==> src/rtl/pls_pkg.sv <==
package pls_pkg;
  localparam int unsigned PLS_DEPTH = 4;
  localparam int unsigned PLS_WW    = 8;
  localparam int unsigned PLS_IW    = 8;

  typedef enum logic {
    SHAPE_WIDTH = 1'b0,
    SHAPE_DUTY  = 1'b1
  } shape_mode_e;
endpackage

==> src/rtl/pls_token_q.sv <==
module pls_token_q #(
  parameter int unsigned DEPTH = pls_pkg::PLS_DEPTH,
  localparam int unsigned CW   = $clog2(DEPTH + 1)
) (
  input  logic          clk_i,
  input  logic          rst_ni,
  input  logic          push_i,
  input  logic          grant_i,
  output logic          pop_o,
  output logic [CW-1:0] count_o,
  output logic          ovf_o
);
  logic [CW-1:0] cnt_q;
  logic          full;
  logic          store, take;

  assign full  = (cnt_q == CW'(DEPTH));
  // a fresh request may pass straight through when nothing waits
  assign pop_o = grant_i & ((cnt_q != '0) | push_i);
  assign store = push_i & ~pop_o;
  assign take  = pop_o & ~push_i;

  always_ff @(posedge clk_i or negedge rst_ni) begin
    if (!rst_ni) begin
      cnt_q <= '0;
      ovf_o <= 1'b0;
    end else begin
      if (store && full) ovf_o <= 1'b1;
      else if (store)    cnt_q <= cnt_q + CW'(1);
      else if (take)     cnt_q <= cnt_q - CW'(1);
    end
  end

  assign count_o = cnt_q;
endmodule

==> src/rtl/pls_spacer.sv <==
module pls_spacer #(
  parameter int unsigned IW = pls_pkg::PLS_IW
) (
  input  logic          clk_i,
  input  logic          rst_ni,
  input  logic          tick_i,
  input  logic          load_i,
  input  logic [IW-1:0] interval_i,
  output logic          ok_o
);
  logic [IW-1:0] gap_q;

  always_ff @(posedge clk_i or negedge rst_ni) begin
    if (!rst_ni)                     gap_q <= '0;
    else if (load_i)                 gap_q <= interval_i;
    else if (tick_i && gap_q != '0)  gap_q <= gap_q - IW'(1);
  end

  assign ok_o = (interval_i == '0) | (gap_q == '0);
endmodule

==> src/rtl/pls_shaper.sv <==
module pls_shaper
  import pls_pkg::*;
#(
  parameter int unsigned WW = PLS_WW,
  localparam int unsigned CW = WW + 1
) (
  input  logic          clk_i,
  input  logic          rst_ni,
  input  logic          tick_i,
  input  logic          start_i,
  input  logic [WW-1:0] max_width_i,
  output logic          ready_o,
  output logic          active_o,
  output logic          pulse_no
);
  shape_mode_e   mode;
  logic [CW-1:0] cnt_q;
  logic          active_q;
  logic          level_q;

  assign mode = (max_width_i == '1) ? SHAPE_DUTY : SHAPE_WIDTH;

  always_ff @(posedge clk_i or negedge rst_ni) begin
    if (!rst_ni) begin
      cnt_q    <= '0;
      active_q <= 1'b0;
      level_q  <= 1'b1;
    end else if (start_i) begin
      if (mode == SHAPE_DUTY) begin
        level_q  <= ~level_q;
        active_q <= 1'b0;
      end else begin
        level_q  <= 1'b0;
        active_q <= 1'b1;
        cnt_q    <= {max_width_i, 1'b1};
      end
    end else if (active_q) begin
      if (tick_i) begin
        if (cnt_q == CW'(1)) begin
          active_q <= 1'b0;
          level_q  <= 1'b1;
        end else begin
          cnt_q <= cnt_q - CW'(1);
        end
      end
    end else if (mode == SHAPE_WIDTH) begin
      level_q <= 1'b1;  // idle level after leaving toggle mode
    end
  end

  assign ready_o  = (mode == SHAPE_DUTY) | ~active_q;
  assign active_o = active_q;
  assign pulse_no = level_q;
endmodule

==> src/rtl/pls_width_limiter.sv <==
module pls_width_limiter
  import pls_pkg::*;
#(
  parameter int unsigned DEPTH = PLS_DEPTH,
  parameter int unsigned WW    = PLS_WW,
  parameter int unsigned IW    = PLS_IW,
  localparam int unsigned CW   = $clog2(DEPTH + 1)
) (
  input  logic          clk_i,
  input  logic          rst_ni,
  input  logic          tick_i,
  input  logic          req_i,
  input  logic [WW-1:0] max_width_i,
  input  logic [IW-1:0] interval_i,
  output logic          pulse_no,
  output logic          ovf_o
);
  logic          q_pop;
  logic [CW-1:0] q_count;
  logic          spc_ok;
  logic          shp_ready;
  logic          shp_active;

  pls_token_q #(.DEPTH(DEPTH)) u_q (
    .clk_i   (clk_i),
    .rst_ni  (rst_ni),
    .push_i  (req_i),
    .grant_i (shp_ready & spc_ok),
    .pop_o   (q_pop),
    .count_o (q_count),
    .ovf_o   (ovf_o)
  );

  pls_spacer #(.IW(IW)) u_spc (
    .clk_i      (clk_i),
    .rst_ni     (rst_ni),
    .tick_i     (tick_i),
    .load_i     (q_pop),
    .interval_i (interval_i),
    .ok_o       (spc_ok)
  );

  pls_shaper #(.WW(WW)) u_shp (
    .clk_i       (clk_i),
    .rst_ni      (rst_ni),
    .tick_i      (tick_i),
    .start_i     (q_pop),
    .max_width_i (max_width_i),
    .ready_o     (shp_ready),
    .active_o    (shp_active),
    .pulse_no    (pulse_no)
  );
endmodule

==> config.mk <==
export PLATFORM = sky130hd
export DESIGN_NAME = pls_width_limiter
export DESIGN_NICKNAME = d
export VERILOG_FILES = /design/src/rtl/pls_pkg.sv /design/src/rtl/pls_token_q.sv /design/src/rtl/pls_spacer.sv /design/src/rtl/pls_shaper.sv /design/src/rtl/pls_width_limiter.sv
export SDC_FILE = /design/constraint.sdc
export NUM_CORES = 1
export LEC_CHECK = 0
export BUFFER_PORTS_ARGS = -buffer_cell sky130_fd_sc_hd__buf_2
export CAP_MARGIN = 20
export CORE_ASPECT_RATIO = 0.75
export CORE_UTILIZATION = 38
export DETAILED_ROUTE_END_ITERATION = 16
export GPL_ROUTABILITY_DRIVEN = 0
export PLACE_DENSITY = 0.58
export REMOVE_ABC_BUFFERS = 1
export SLEW_MARGIN = 10
export SYNTH_ARGS = -nofsm -noshare
export SYNTH_HDL_FRONTEND = slang
export SYNTH_SLANG_ARGS = --single-unit
export TNS_END_PERCENT = 1
==> constraint.sdc <==
create_clock -name clk_i -period 8 [get_ports clk_i]
set_input_delay 0.4 -clock clk_i [delete_from_list [all_inputs] [get_ports clk_i]]
set_output_delay 0.4 -clock clk_i [all_outputs]
set_load 0.05 [all_outputs]
# ---- Word-level counts from Yosys, hierarchy flattened
# Index checks and enable logic that the tools add are counted.
dict set report word_totals {
  inputBits 20
  wordCells 64
  regBits 23
}
dict set report op_classes {
  add_sub_neg 4
  eq_ne 8
  reduce_logical 13
  n_mux 21
  bitwise 12
}
# operator count
set op_table {}
lappend op_table {{$mux W9} 5}
lappend op_table {{$logic_not A8 Y1} 2}
lappend op_table {{$mux W8} 2}
lappend op_table {{$mux W1} 12}
lappend op_table {{$eq A9 B1 Y1 const B} 1}
lappend op_table {{$ne A3 B3 Y1 const B} 3}
lappend op_table {{$sub A9 B1 Y9 const B} 1}
lappend op_table {{$eq A8 B8 Y1 const B} 1}
lappend op_table {{$reduce_bool A2 Y1} 4}
lappend op_table {{$reduce_bool A8 Y1} 1}
lappend op_table {{$sub A8 B1 Y8 const B} 1}
lappend op_table {{$mux W3} 2}
lappend op_table {{$not A1 Y1} 5}
lappend op_table {{$and A1 B1 Y1} 4}
lappend op_table {{$ne A2 B2 Y1 const B} 2}
lappend op_table {{$reduce_and A4 Y1} 1}
lappend op_table {{$add A3 B1 Y3 const B} 1}
lappend op_table {{$eq A3 B3 Y1 const B} 1}
lappend op_table {{$or A1 B1 Y1} 3}
lappend op_table {{$reduce_and A3 Y1} 1}
lappend op_table {{$reduce_bool A3 Y1} 1}
lappend op_table {{$sub A3 B1 Y3 const B} 1}
lappend op_table {{$logic_and A1 B1 Y1} 2}
lappend op_table {{$reduce_and A2 Y1} 1}

# ---- Depth between registers and ports, before layout
# Gate-level depths: netlist of the first run.
dict set report depth {
  ltp_word 10
  depth_mapped 11
}

# ---- Cells and area by module
# Synthesis of the first run repeated with hierarchy kept, for this count alone.
dict set report hier_totals {
  hier_cells 180
  hier_area_um2 1670.4
}
# mod n_inst area_per_inst_um2 cells_per_inst
set modules_own_cells {}
lappend modules_own_cells {pls_shaper 1 797.0 86}
lappend modules_own_cells {pls_spacer 1 569.3 61}
lappend modules_own_cells {pls_token_q 1 297.8 32}
lappend modules_own_cells {pls_width_limiter 1 6.3 1}

# ---- Worst setup path before layout of the first run
# Ideal clock, no wire load.
dict set report synth_path {
  kind {reg2reg}
  start {reg u_spc.gap_q[3]}
  end {reg u_q.cnt_q[2] (netlist: u_q.count_o[2])}
  path_slack_ns 5.300
  path_stages_with_launch 9
  setup_ns 0.135
  n_path_buf 1
  t_arrival_ns 2.565
  required_time_ns 7.865
  cell_sequence {dfrtp_1 > or4_1 > or3_1 > buf_4 > a22oi_4 > nor2_1 > fa_1 > nor4_1 > o22ai_1}
}
dict set report synth_between {
  elab_chain_len 9
}
# element line_no
set synth_rtl {}
lappend synth_rtl {{from (decl)} pls_spacer.sv:11} ;# logic [IW-1:0] gap_q;
lappend synth_rtl {{from (signal assigned)} pls_spacer.sv:15} ;# else if (load_i) gap_q <= interval_i;
lappend synth_rtl {{from (signal assigned)} pls_spacer.sv:16} ;# else if (tick_i && gap_q != '0) gap_q <= gap_q - IW'(1);
lappend synth_rtl {{$logic_not A8 Y1 (*)} pls_spacer.sv:19} ;# assign ok_o = (interval_i == '0) | (gap_q == '0);
lappend synth_rtl {{$or A1 B1 Y1 (*)} pls_spacer.sv:19}
lappend synth_rtl {{$and A1 B1 Y1 (*)} pls_width_limiter.sv:28} ;# .grant_i (shp_ready & spc_ok),
lappend synth_rtl {{$and A1 B1 Y1 (*)} pls_token_q.sv:19} ;# assign pop_o = grant_i & ((cnt_q != '0) | push_i);
lappend synth_rtl {{$not A1 Y1} pls_token_q.sv:20} ;# assign store = push_i & ~pop_o;
lappend synth_rtl {{$and A1 B1 Y1} pls_token_q.sv:20}
lappend synth_rtl {{$logic_and A1 B1 Y1} pls_token_q.sv:28} ;# if (store && full) ovf_o <= 1'b1;
lappend synth_rtl {{$not A1 Y1 (no source line)} -}
lappend synth_rtl {{$reduce_and A2 Y1 (no source line)} -}
lappend synth_rtl {{to (signal assigned)} pls_token_q.sv:29} ;# else if (store) cnt_q <= cnt_q + CW'(1);
lappend synth_rtl {{to (signal assigned)} pls_token_q.sv:30} ;# else if (take) cnt_q <= cnt_q - CW'(1);
lappend synth_rtl {{to (decl)} pls_token_q.sv:13} ;# logic [CW-1:0] cnt_q;
# Every way passes the cells marked *; elsewhere a longest branch is shown, timed or not.
# A chain may end at the register's enable or synchronous reset.

# ---- Worst setup path in the final report of the first run
# Same ends and word-level chain as after synthesis.

==> results of run 1 <==
==> worst register-to-register path, cell delays in order, from the launching register on <==
cell and delay [ns]:
sky130_fd_sc_hd__dfrtp_1 0.42, sky130_fd_sc_hd__or4_1 0.59, sky130_fd_sc_hd__or3_1 0.58, sky130_fd_sc_hd__a22oi_4 0.37, sky130_fd_sc_hd__nor2_1 0.13, sky130_fd_sc_hd__fa_1 0.44
sky130_fd_sc_hd__nor4_1 0.32, sky130_fd_sc_hd__o22ai_1 0.13
==> state kept, by name, summed over array words and instances, names as in the netlist <==
signal and cells:
u_q.count_o 3, u_q.ovf_o 1, u_shp.active_o 1, u_shp.cnt_q 9, u_shp.pulse_no 1, u_spc.gap_q 8
==> final cells by class <==
| type | instances | area [um^2] |
|---|---|---|
| Inverter | 13 | 48.8 |
| Sequential cell | 23 | 577 |
| Clock inverter | 1 | 5.00 |
| Timing Repair Buffer | 21 | 105 |
| Tap cell | 55 | 68.8 |
| Clock buffer | 3 | 41.3 |
| Multi-Input combinational cell | 137 | 971 |
| Fill cell | 416 | 2290 |
==> how the worst max path moves through the flow <==
stage	startpoint	to	slack, ns	depth (start not counted)
detailed placement	u_spc.gap_q[3]$_DFFE_PN0P_	u_q.count_o[2]$_DFFE_PN0P_	4.93	7
finish	u_spc.gap_q[3]$_DFFE_PN0P_	u_q.count_o[2]$_DFFE_PN0P_	4.92	7
floorplan	u_spc.gap_q[3]$_DFFE_PN0P_	u_q.count_o[2]$_DFFE_PN0P_	5.23	7
global route	u_spc.gap_q[3]$_DFFE_PN0P_	u_q.count_o[2]$_DFFE_PN0P_	4.73	7
global placement	u_spc.gap_q[3]$_DFFE_PN0P_	u_shp.cnt_q[3]$_DFFE_PN0P_	5.10	5
CTS	u_spc.gap_q[3]$_DFFE_PN0P_	u_q.count_o[2]$_DFFE_PN0P_	4.91	7
==> power by group through the flow <==
stage | Sequential, W | Clock [W] | Combinational (W)
after floorplan | 0.000229 | 0 | 0.000175
after global placement | 0.000233 | 0 | 0.000221
after detailed placement | 0.000236 | 0 | 0.000238
after CTS | 0.000233 | 0.0000765 | 0.000238
after global routing | 0.000243 | 0.0000823 | 0.000265
final | 0.000235 | 0.0000736 | 0.000238
==> per-layer routing <==
metal  share of wire (%)  vias up  GRT usage [%]
li1                    -      696              -
met5                   0        -              0
met3                 3.9        5           4.03
met1                  50      665           26.4
met4                0.83        0           4.85
met2                  45       34           30.0
==> cells in the final DEF (no fill, tap or decap), drive strengths merged, types with 2 or more instances in the layout <==
master,n
or2,2
or4,4
nor3,2
clkbuf,3
nand2,21
a2bb2oi,3
o22ai,3
a211o,3
nand3,4
a31o,3
nor3b,3
a22oi,2
o211ai,2
a211oi,2
xor2,6
dfrtp,22
a21oi,11
nand2b,3
ha,4
nand3b,2
o21ai,10
o221ai,2
nand4,2
inv,13
xnor2,2
mux2i,8
buf,21
nor2,14
nor4,5
==> stage by stage <==
stage	cells	worst slack, ns	hold slack [ns]	total power (W)
3_3_place_gp	249	5.10	0.413	0.000454
3_5_place_dp	249	4.93	0.420	0.000473
2_1_floorplan	173	5.23	0.104	0.000404
4_1_cts	253	4.91	0.123	0.000548
5_1_grt	253	4.73	0.134	0.000591
6_report	253	4.92	0.103	0.000546
==> kinds of logic (layout without fill, tap and decap cells) <==
kind of cell | Yosys count | count (layout) | share of synthesized area, %
AND/OR/NAND/NOR | 64 | 64 | 19.8
AO/OA/AOI/OAI | 52 | 52 | 25.9
flip-flops | 23 | 23 | 35.2
buffers and inverters | 21 | 38 | 5.64
XOR/XNOR | 8 | 8 | 4.27
multiplexers | 8 | 8 | 4.88
adder cells (fa/ha/maj) | 5 | 5 | 4.27
==> metrics.log, run 1 <==
INFO  metric run_status = finished clean
INFO  metric rows = 20
INFO  metric groute.usage.overall = a little under a fifth
INFO  metric finalNetCount = 224
INFO  metric routed_wirelength = ~3.9 mm
INFO  metric global_route_wire_length_before_repair = 6.63 mm
INFO  metric clkLatencyLatePin = ~0.27 ns
INFO  metric critical_r2r_launch = u_spc.gap_q[3]$_DFFE_PN0P_
INFO  metric globalRouteOverflowTotal = 0
INFO  metric firstDrtPassIters = 5
INFO  metric tritoncts.num_buffers = 3
INFO  metric clock_sink_count = 23
INFO  metric grt_antenna_before_repair = 0
INFO  metric htree_num_levels = 1
INFO  metric dr_total_vias = 1400
INFO  metric pwr-share-seq = 43.0%
INFO  metric synth_top_cells_by_count = sky130_fd_sc_hd__dfrtp_1, sky130_fd_sc_hd__nand2_1, sky130_fd_sc_hd__nor2_1
INFO  metric fp.dieArea = 0.00459 mm^2
INFO  metric r2r_end = u_q.count_o[2]$_DFFE_PN0P_
INFO  metric design.portCount = 22
INFO  metric syn-instance-count = roughly 180
INFO  metric final_hold_viol_count = 0
INFO  metric netlist.top_cell.by_area = sky130_fd_sc_hd__dfrtp_1
INFO  metric timing.final.crit_share = about two fifths
INFO  metric timing_worst_slew_pin_value = ~0.99 ns
INFO  metric max_cap_viol_count = 0
INFO  metric avgSynthCellArea = 9.06 um^2
INFO  metric power.switching = approximately 0.00023 W
INFO  metric synth_top_cell_area_share = 33.6%
INFO  metric netlist_top_cells_area = sky130_fd_sc_hd__dfrtp_1, sky130_fd_sc_hd__mux2i_1, sky130_fd_sc_hd__nand2_1
INFO  metric core_area = between 0.004 and 0.005 mm^2
INFO  metric first_iter_violations = 111
INFO  metric maximum_clock_skew_at_final_layout = 0.00234 ns
INFO  metric leakage_power = 0.749 nW
INFO  metric first_global_vias = between 1000 and 1500
INFO  metric critical_path.slowest_cell = sky130_fd_sc_hd__or4_1
INFO  metric ant_nets = 0
INFO  metric clock_tree_from_tritoncts = built
INFO  metric post-route-util = around 44%
INFO  metric sequential_area_share_after_synthesis = 35.2%
INFO  metric insertedDiodeCount = 0
INFO  metric worst_path_largest_cell_delay = 0.59 ns
INFO  metric crit_path_cells = or4_1 > or3_1 > a22oi_4 > nor2_1 > fa_1 > nor4_1 > o22ai_1
INFO  metric post_synth_num_cell_types = 51
INFO  metric power.switching_fraction = 42.7%
INFO  metric critical_path_arrival = 3.23 ns
INFO  metric average_routed_wire_per_standard_cell = 15.3 um
INFO  metric path_max_fanout = 10
INFO  metric report.final.setup_viol = 0
INFO  metric yosys_most_used_dff = sky130_fd_sc_hd__dfrtp_1
INFO  metric syn2layout_area_growth = 10.8%
INFO  metric grt_start_max_net_pins = 24
INFO  metric share_clk_of_total_power = between 10% and 20%
INFO  metric final_max_slew_viol_count = 0
INFO  metric p_comb_share = 43.6%
INFO  metric synth.cell_area = approximately 0.0016 mm^2
INFO  metric detailed_place_hpwl = 2.98 mm
INFO  metric floorplan.initialDensity = 40.0%
INFO  metric max-slew-margin-rel = 33.9%
INFO  metric worstRegToRegCells = 7
INFO  metric number_of_register_bits_inferred_by_synthesis = 23
INFO  metric power.internal = 0.000313 W
INFO  metric critPathTopFamily = simple AND/OR/NAND/NOR gates
INFO  metric route.detailed.drc = 0
INFO  metric power.density = 301 mW/mm^2
INFO  metric grt_setup_unrepaired = no
INFO  metric post_cts_resized = 0
INFO  metric postLayoutCellArea = 0.00182 mm^2
INFO  metric die_w = ~78 um
INFO  metric chipHeight = between 50 and 60 um
INFO  metric post-cts-setup-buffers = 0
INFO  metric vias_per_cell = 5.53
INFO  metric ir_worst_vdd = 0.000132 V
INFO  metric endpoint_kind = flop
INFO  metric clk_transition_reported_paths = 0.08 ns
INFO  metric cts_hold_repair.buffers = 0
INFO  metric finalSetupTns = 0 ns
INFO  metric reg2reg_slack = a little under 5 ns
INFO  metric hp-class = in2async
INFO  metric clock_tree.root_cell = sky130_fd_sc_hd__clkbuf_8
INFO  metric final_layout_size_suffix_gt1_share = between 15 and 20%
INFO  metric critical_path_buf_inv_count = 0
INFO  metric synth_most_common_cell = sky130_fd_sc_hd__dfrtp_1
INFO  metric ctsLongestPathBuffers = 2
INFO  metric synth-async-reset-ratio = 100%
INFO  metric fin_crit = 3.08 ns
INFO  metric cp-start-kind = flop
INFO  metric ys.warnings.count = 0
INFO  metric cp.required = 8.14 ns
INFO  metric timing.fmax = approximately 0.32 GHz
INFO  metric count_of_flip_flops_with_a_built_in_enable_after_synthesis = 0
INFO  metric port_buffers = 21
INFO  metric criticalPathCategory = reg2reg
INFO  metric placed_cell_area = 0.00177 mm^2
No activity file was read; power rests on OpenSTA's default activity.
==> run 2: changes to the inputs <==
Settings changed: PLACE_DENSITY 0.58 to 0.6.
Clock period 8 ns to 2.75 ns, I/O delays scaled along.
==> metrics.log, run 2 (synthesis gave the netlist of run 1 again) <==
INFO  metric groute.usage.overall = 17.2% (was 18.9%)
INFO  metric tritoncts.num_buffers = 3 (unchanged)
INFO  metric grt_start_max_net_pins = 24 (unchanged)
INFO  metric maximum_clock_skew_at_final_layout = 0.00277 ns (was 0.00234 ns)
INFO  metric final_layout_size_suffix_gt1_share = 22.4% (was 19.7%)
INFO  metric chipHeight = 58.9 um (unchanged)
INFO  metric criticalPathCategory = reg2reg (unchanged)
INFO  metric pre_cts_slack = 0.104 ns (was 4.93 ns)
INFO  metric p_comb_share = 43.0% (was 43.6%)
INFO  metric timing.final.crit_share = 94.1% (was 38.5%)
INFO  metric port_buffers = 21 (unchanged)
INFO  metric run_status = finished clean (unchanged)
INFO  metric routed_wirelength = 3.52 mm (was 3.86 mm)
INFO  metric clock_tree.root_cell = sky130_fd_sc_hd__clkbuf_8 (unchanged)
INFO  metric hold_path_startpoint = interval_i[0]
INFO  metric htree_num_levels = 1 (unchanged)
INFO  metric detailed_place_hpwl = 2.65 mm (was 2.98 mm)
INFO  metric first_iter_violations = 136 (was 111)
INFO  metric grt_setup_unrepaired = no (unchanged)
INFO  metric first_global_vias = 1265 (was 1340)
INFO  metric floorplan.initialDensity = 40.0% (unchanged)
INFO  metric ir_worst_vdd = 0.000255 V (was 0.000132 V)
INFO  metric power.internal = 0.000919 W (was 0.000313 W)
INFO  metric pwr-share-seq = 43.5% (was 43.0%)
INFO  metric share_clk_of_total_power = 13.5% (about the same)
INFO  metric finalNetCount = 231 (was 224)
INFO  metric ctsLongestPathBuffers = 2 (unchanged)
INFO  metric max-slew-margin-rel = 49.7% (was 33.9%)
INFO  metric timing_worst_slew_pin_value = 0.748 ns (was 0.991 ns)
INFO  metric average_routed_wire_per_standard_cell = 13.5 um (was 15.3 um)
INFO  metric timing.final.ws_setup = 0.163 ns (was 4.92 ns)
INFO  metric finalPower = 0.00156 W (was 0.000546 W)
INFO  metric critical_r2r_launch = u_spc.gap_q[3]$_DFFE_PN0P_ (unchanged)
INFO  metric design.portCount = 22 (unchanged)
INFO  metric ant_nets = 0 (unchanged)
INFO  metric worstHoldEndpoint = u_spc.gap_q[0]$_DFFE_PN0P_
INFO  metric timing.fmax = 0.387 GHz (was 0.324 GHz)
INFO  metric largest_register_ffs = 9 (unchanged)
INFO  metric fp.dieArea = 0.00459 mm^2 (unchanged)
INFO  metric ff_latch_area = 577 um^2 (unchanged)
INFO  metric die_w = 77.9 um (unchanged)
INFO  metric area_of_the_multi_input_gates = 980 um^2 (was 971 um^2)
INFO  metric max_flop_register = u_shp.cnt_q (unchanged)
INFO  metric endpoint_kind = flop (unchanged)
INFO  metric power.switching = 0.000645 W (was 0.000234 W)
INFO  metric clock_sink_count = 23 (unchanged)
INFO  metric r2r_end = u_q.count_o[2]$_DFFE_PN0P_ (unchanged)
INFO  metric final_hold_viol_count = 0 (unchanged)
INFO  metric fin_crit = 2.59 ns (was 3.08 ns)
INFO  metric cp.required = 2.89 ns (was 8.14 ns)
INFO  metric clock_tree_from_tritoncts = built (unchanged)
INFO  metric worstRegToRegCells = 7 (unchanged)
INFO  metric path_max_fanout = 4 (was 10)
INFO  metric grt_antenna_before_repair = 0 (unchanged)
INFO  metric timing.hold.worst_path_depth = 3
INFO  metric reg2reg_slack = 0.16 ns (was 4.92 ns)
INFO  metric clk_transition_reported_paths = 0.08 ns (about the same)
INFO  metric global_route_wire_length_before_repair = 6.15 mm (was 6.63 mm)
INFO  metric hp-class = in2reg (was in2async)
INFO  metric insertedDiodeCount = 0 (unchanged)
INFO  metric power.switching_fraction = 41.2% (was 42.7%)
INFO  metric firstDrtPassIters = 4 (was 5)
INFO  metric globalRouteOverflowTotal = 0 (unchanged)
INFO  metric critical_path_arrival = 2.73 ns (was 3.23 ns)
INFO  metric final_max_slew_viol_count = 0 (unchanged)
INFO  metric leading_cell_type_in_the_layout_fill_and_taps_excluded = sky130_fd_sc_hd__dfrtp_1 (unchanged)
INFO  metric final_cell_mix = sky130_fd_sc_hd__dfrtp_1, sky130_fd_sc_hd__nand2_1, sky130_fd_sc_hd__buf_2, sky130_fd_sc_hd__nor2_1, sky130_fd_sc_hd__inv_1 (unchanged)
INFO  metric power.density = 832 mW/mm^2 (was 301 mW/mm^2)
INFO  metric vias_per_cell = 5.40 (was 5.53)
INFO  metric route.detailed.drc = 0 (unchanged)
INFO  metric leakage_power = 0.782 nW (was 0.749 nW)
INFO  metric dr_total_vias = 1404 (was 1400)
INFO  metric syn2layout_area_growth = 14.6% (was 10.8%)
INFO  metric clkLatencyLatePin = 0.26 ns (was 0.27 ns)
INFO  metric post-cts-setup-buffers = 0 (unchanged)
INFO  metric placedCellCount = 255 (was 249)
INFO  metric cp-start-kind = flop (unchanged)
INFO  metric core_area = 0.00410 mm^2 (unchanged)
INFO  metric fill_cells = 403 (was 416)
INFO  metric report.final.setup_viol = 0 (unchanged)
INFO  metric layout.cells.non_filler = 260 (was 253)
INFO  metric max_cap_viol_count = 0 (unchanged)
INFO  metric rows = 20 (unchanged)
==> run 2: cell types whose count changed in the layout (fill, tap and decap cells not counted) <==
| cell | before | now |
|---|---|---|
| sky130_fd_sc_hd__nor4_1 | 4 | 3 |
| sky130_fd_sc_hd__buf_4 | 0 | 6 |
| sky130_fd_sc_hd__clkbuf_1 | 0 | 1 |
| sky130_fd_sc_hd__nor4_2 | 1 | 2 |
| sky130_fd_sc_hd__clkinv_2 | 1 | 0 |
| sky130_fd_sc_hd__fa_1 | 1 | 0 |
| sky130_fd_sc_hd__dlygate4sd3_1 | 0 | 1 |
| sky130_fd_sc_hd__fa_2 | 0 | 1 |
==> run 2: stage by stage <==
stage | util, % | area [um^2] | setup TNS [ns] | hold WS [ns]
4_1_cts | 45.6 | 1870 | 0 | 0.0855
5_1_grt | 45.8 | 1880 | 0 | 0.102
6_report | 45.8 | 1880 | 0 | 0.0913
3_5_place_dp | 44.2 | 1820 | 0 | 0.155
3_3_place_gp | 44.2 | 1820 | 0 | 0.151
2_1_floorplan | - | 1600 | -0.0155 | -0.158
==> run 2: area by class of cell <==
type,count,share of cell area [%]
Clock buffer,4,2.40
Inverter,13,2.60
Multi-Input combinational cell,137,52.1
Sequential cell,23,30.7
Tap cell,55,3.66
Timing Repair Buffer,28,8.52
==> run 2: repair_timing <==
action                                 CTS  global route
hold buffers                             1             0
resized for setup                        0             2
endpoints found under the hold margin   22             0
setup endpoints to repair                0             1
==> run 2: power by group through the flow <==
stage / sequential, W / clock, W / combinational (W)
2_1_floorplan: 0.000667 / 0 / 0.000509
3_3_place_gp: 0.000687 / 0 / 0.000652
3_5_place_dp: 0.000684 / 0 / 0.000662
4_1_cts: 0.000677 / 0.000223 / 0.000667
5_1_grt: 0.000707 / 0.000235 / 0.000769
6_report: 0.000680 / 0.000212 / 0.000673
==> run 2: per-layer routing <==
metal | global-route usage [%] | vias up | routed length, um
met4 | 2.43 | 0 | 0
met3 | 4.03 | 0 | 121
met2 | 23.9 | 28 | 1380
li1 | - | 712 | -
met5 | 0 | - | 0
met1 | 27.0 | 664 | 2020
==> run 2: critical path: stages (launching register included) <==
cell and delay [ns]:
sky130_fd_sc_hd__dfrtp_1 0.42, sky130_fd_sc_hd__or4_1 0.57, sky130_fd_sc_hd__or3_1 0.44, sky130_fd_sc_hd__a22oi_4 0.19, sky130_fd_sc_hd__nor2_1 0.08, sky130_fd_sc_hd__fa_2 0.38
sky130_fd_sc_hd__nor4_2 0.28, sky130_fd_sc_hd__o22ai_1 0.11
==> run 2: how the worst max path moves through the flow <==
stage | startpoint | end | slack (ns)
2_1_floorplan | u_spc.gap_q[3]$_DFFE_PN0P_ | u_q.count_o[2]$_DFFE_PN0P_ | -0.02
3_3_place_gp | u_spc.gap_q[3]$_DFFE_PN0P_ | u_q.count_o[2]$_DFFE_PN0P_ | 0.14
3_5_place_dp | u_spc.gap_q[3]$_DFFE_PN0P_ | u_q.count_o[2]$_DFFE_PN0P_ | 0.10
4_1_cts | u_spc.gap_q[3]$_DFFE_PN0P_ | u_q.count_o[2]$_DFFE_PN0P_ | 0.08
5_1_grt | u_spc.gap_q[3]$_DFFE_PN0P_ | u_q.count_o[2]$_DFFE_PN0P_ | 0.01
6_report | u_spc.gap_q[3]$_DFFE_PN0P_ | u_q.count_o[2]$_DFFE_PN0P_ | 0.16
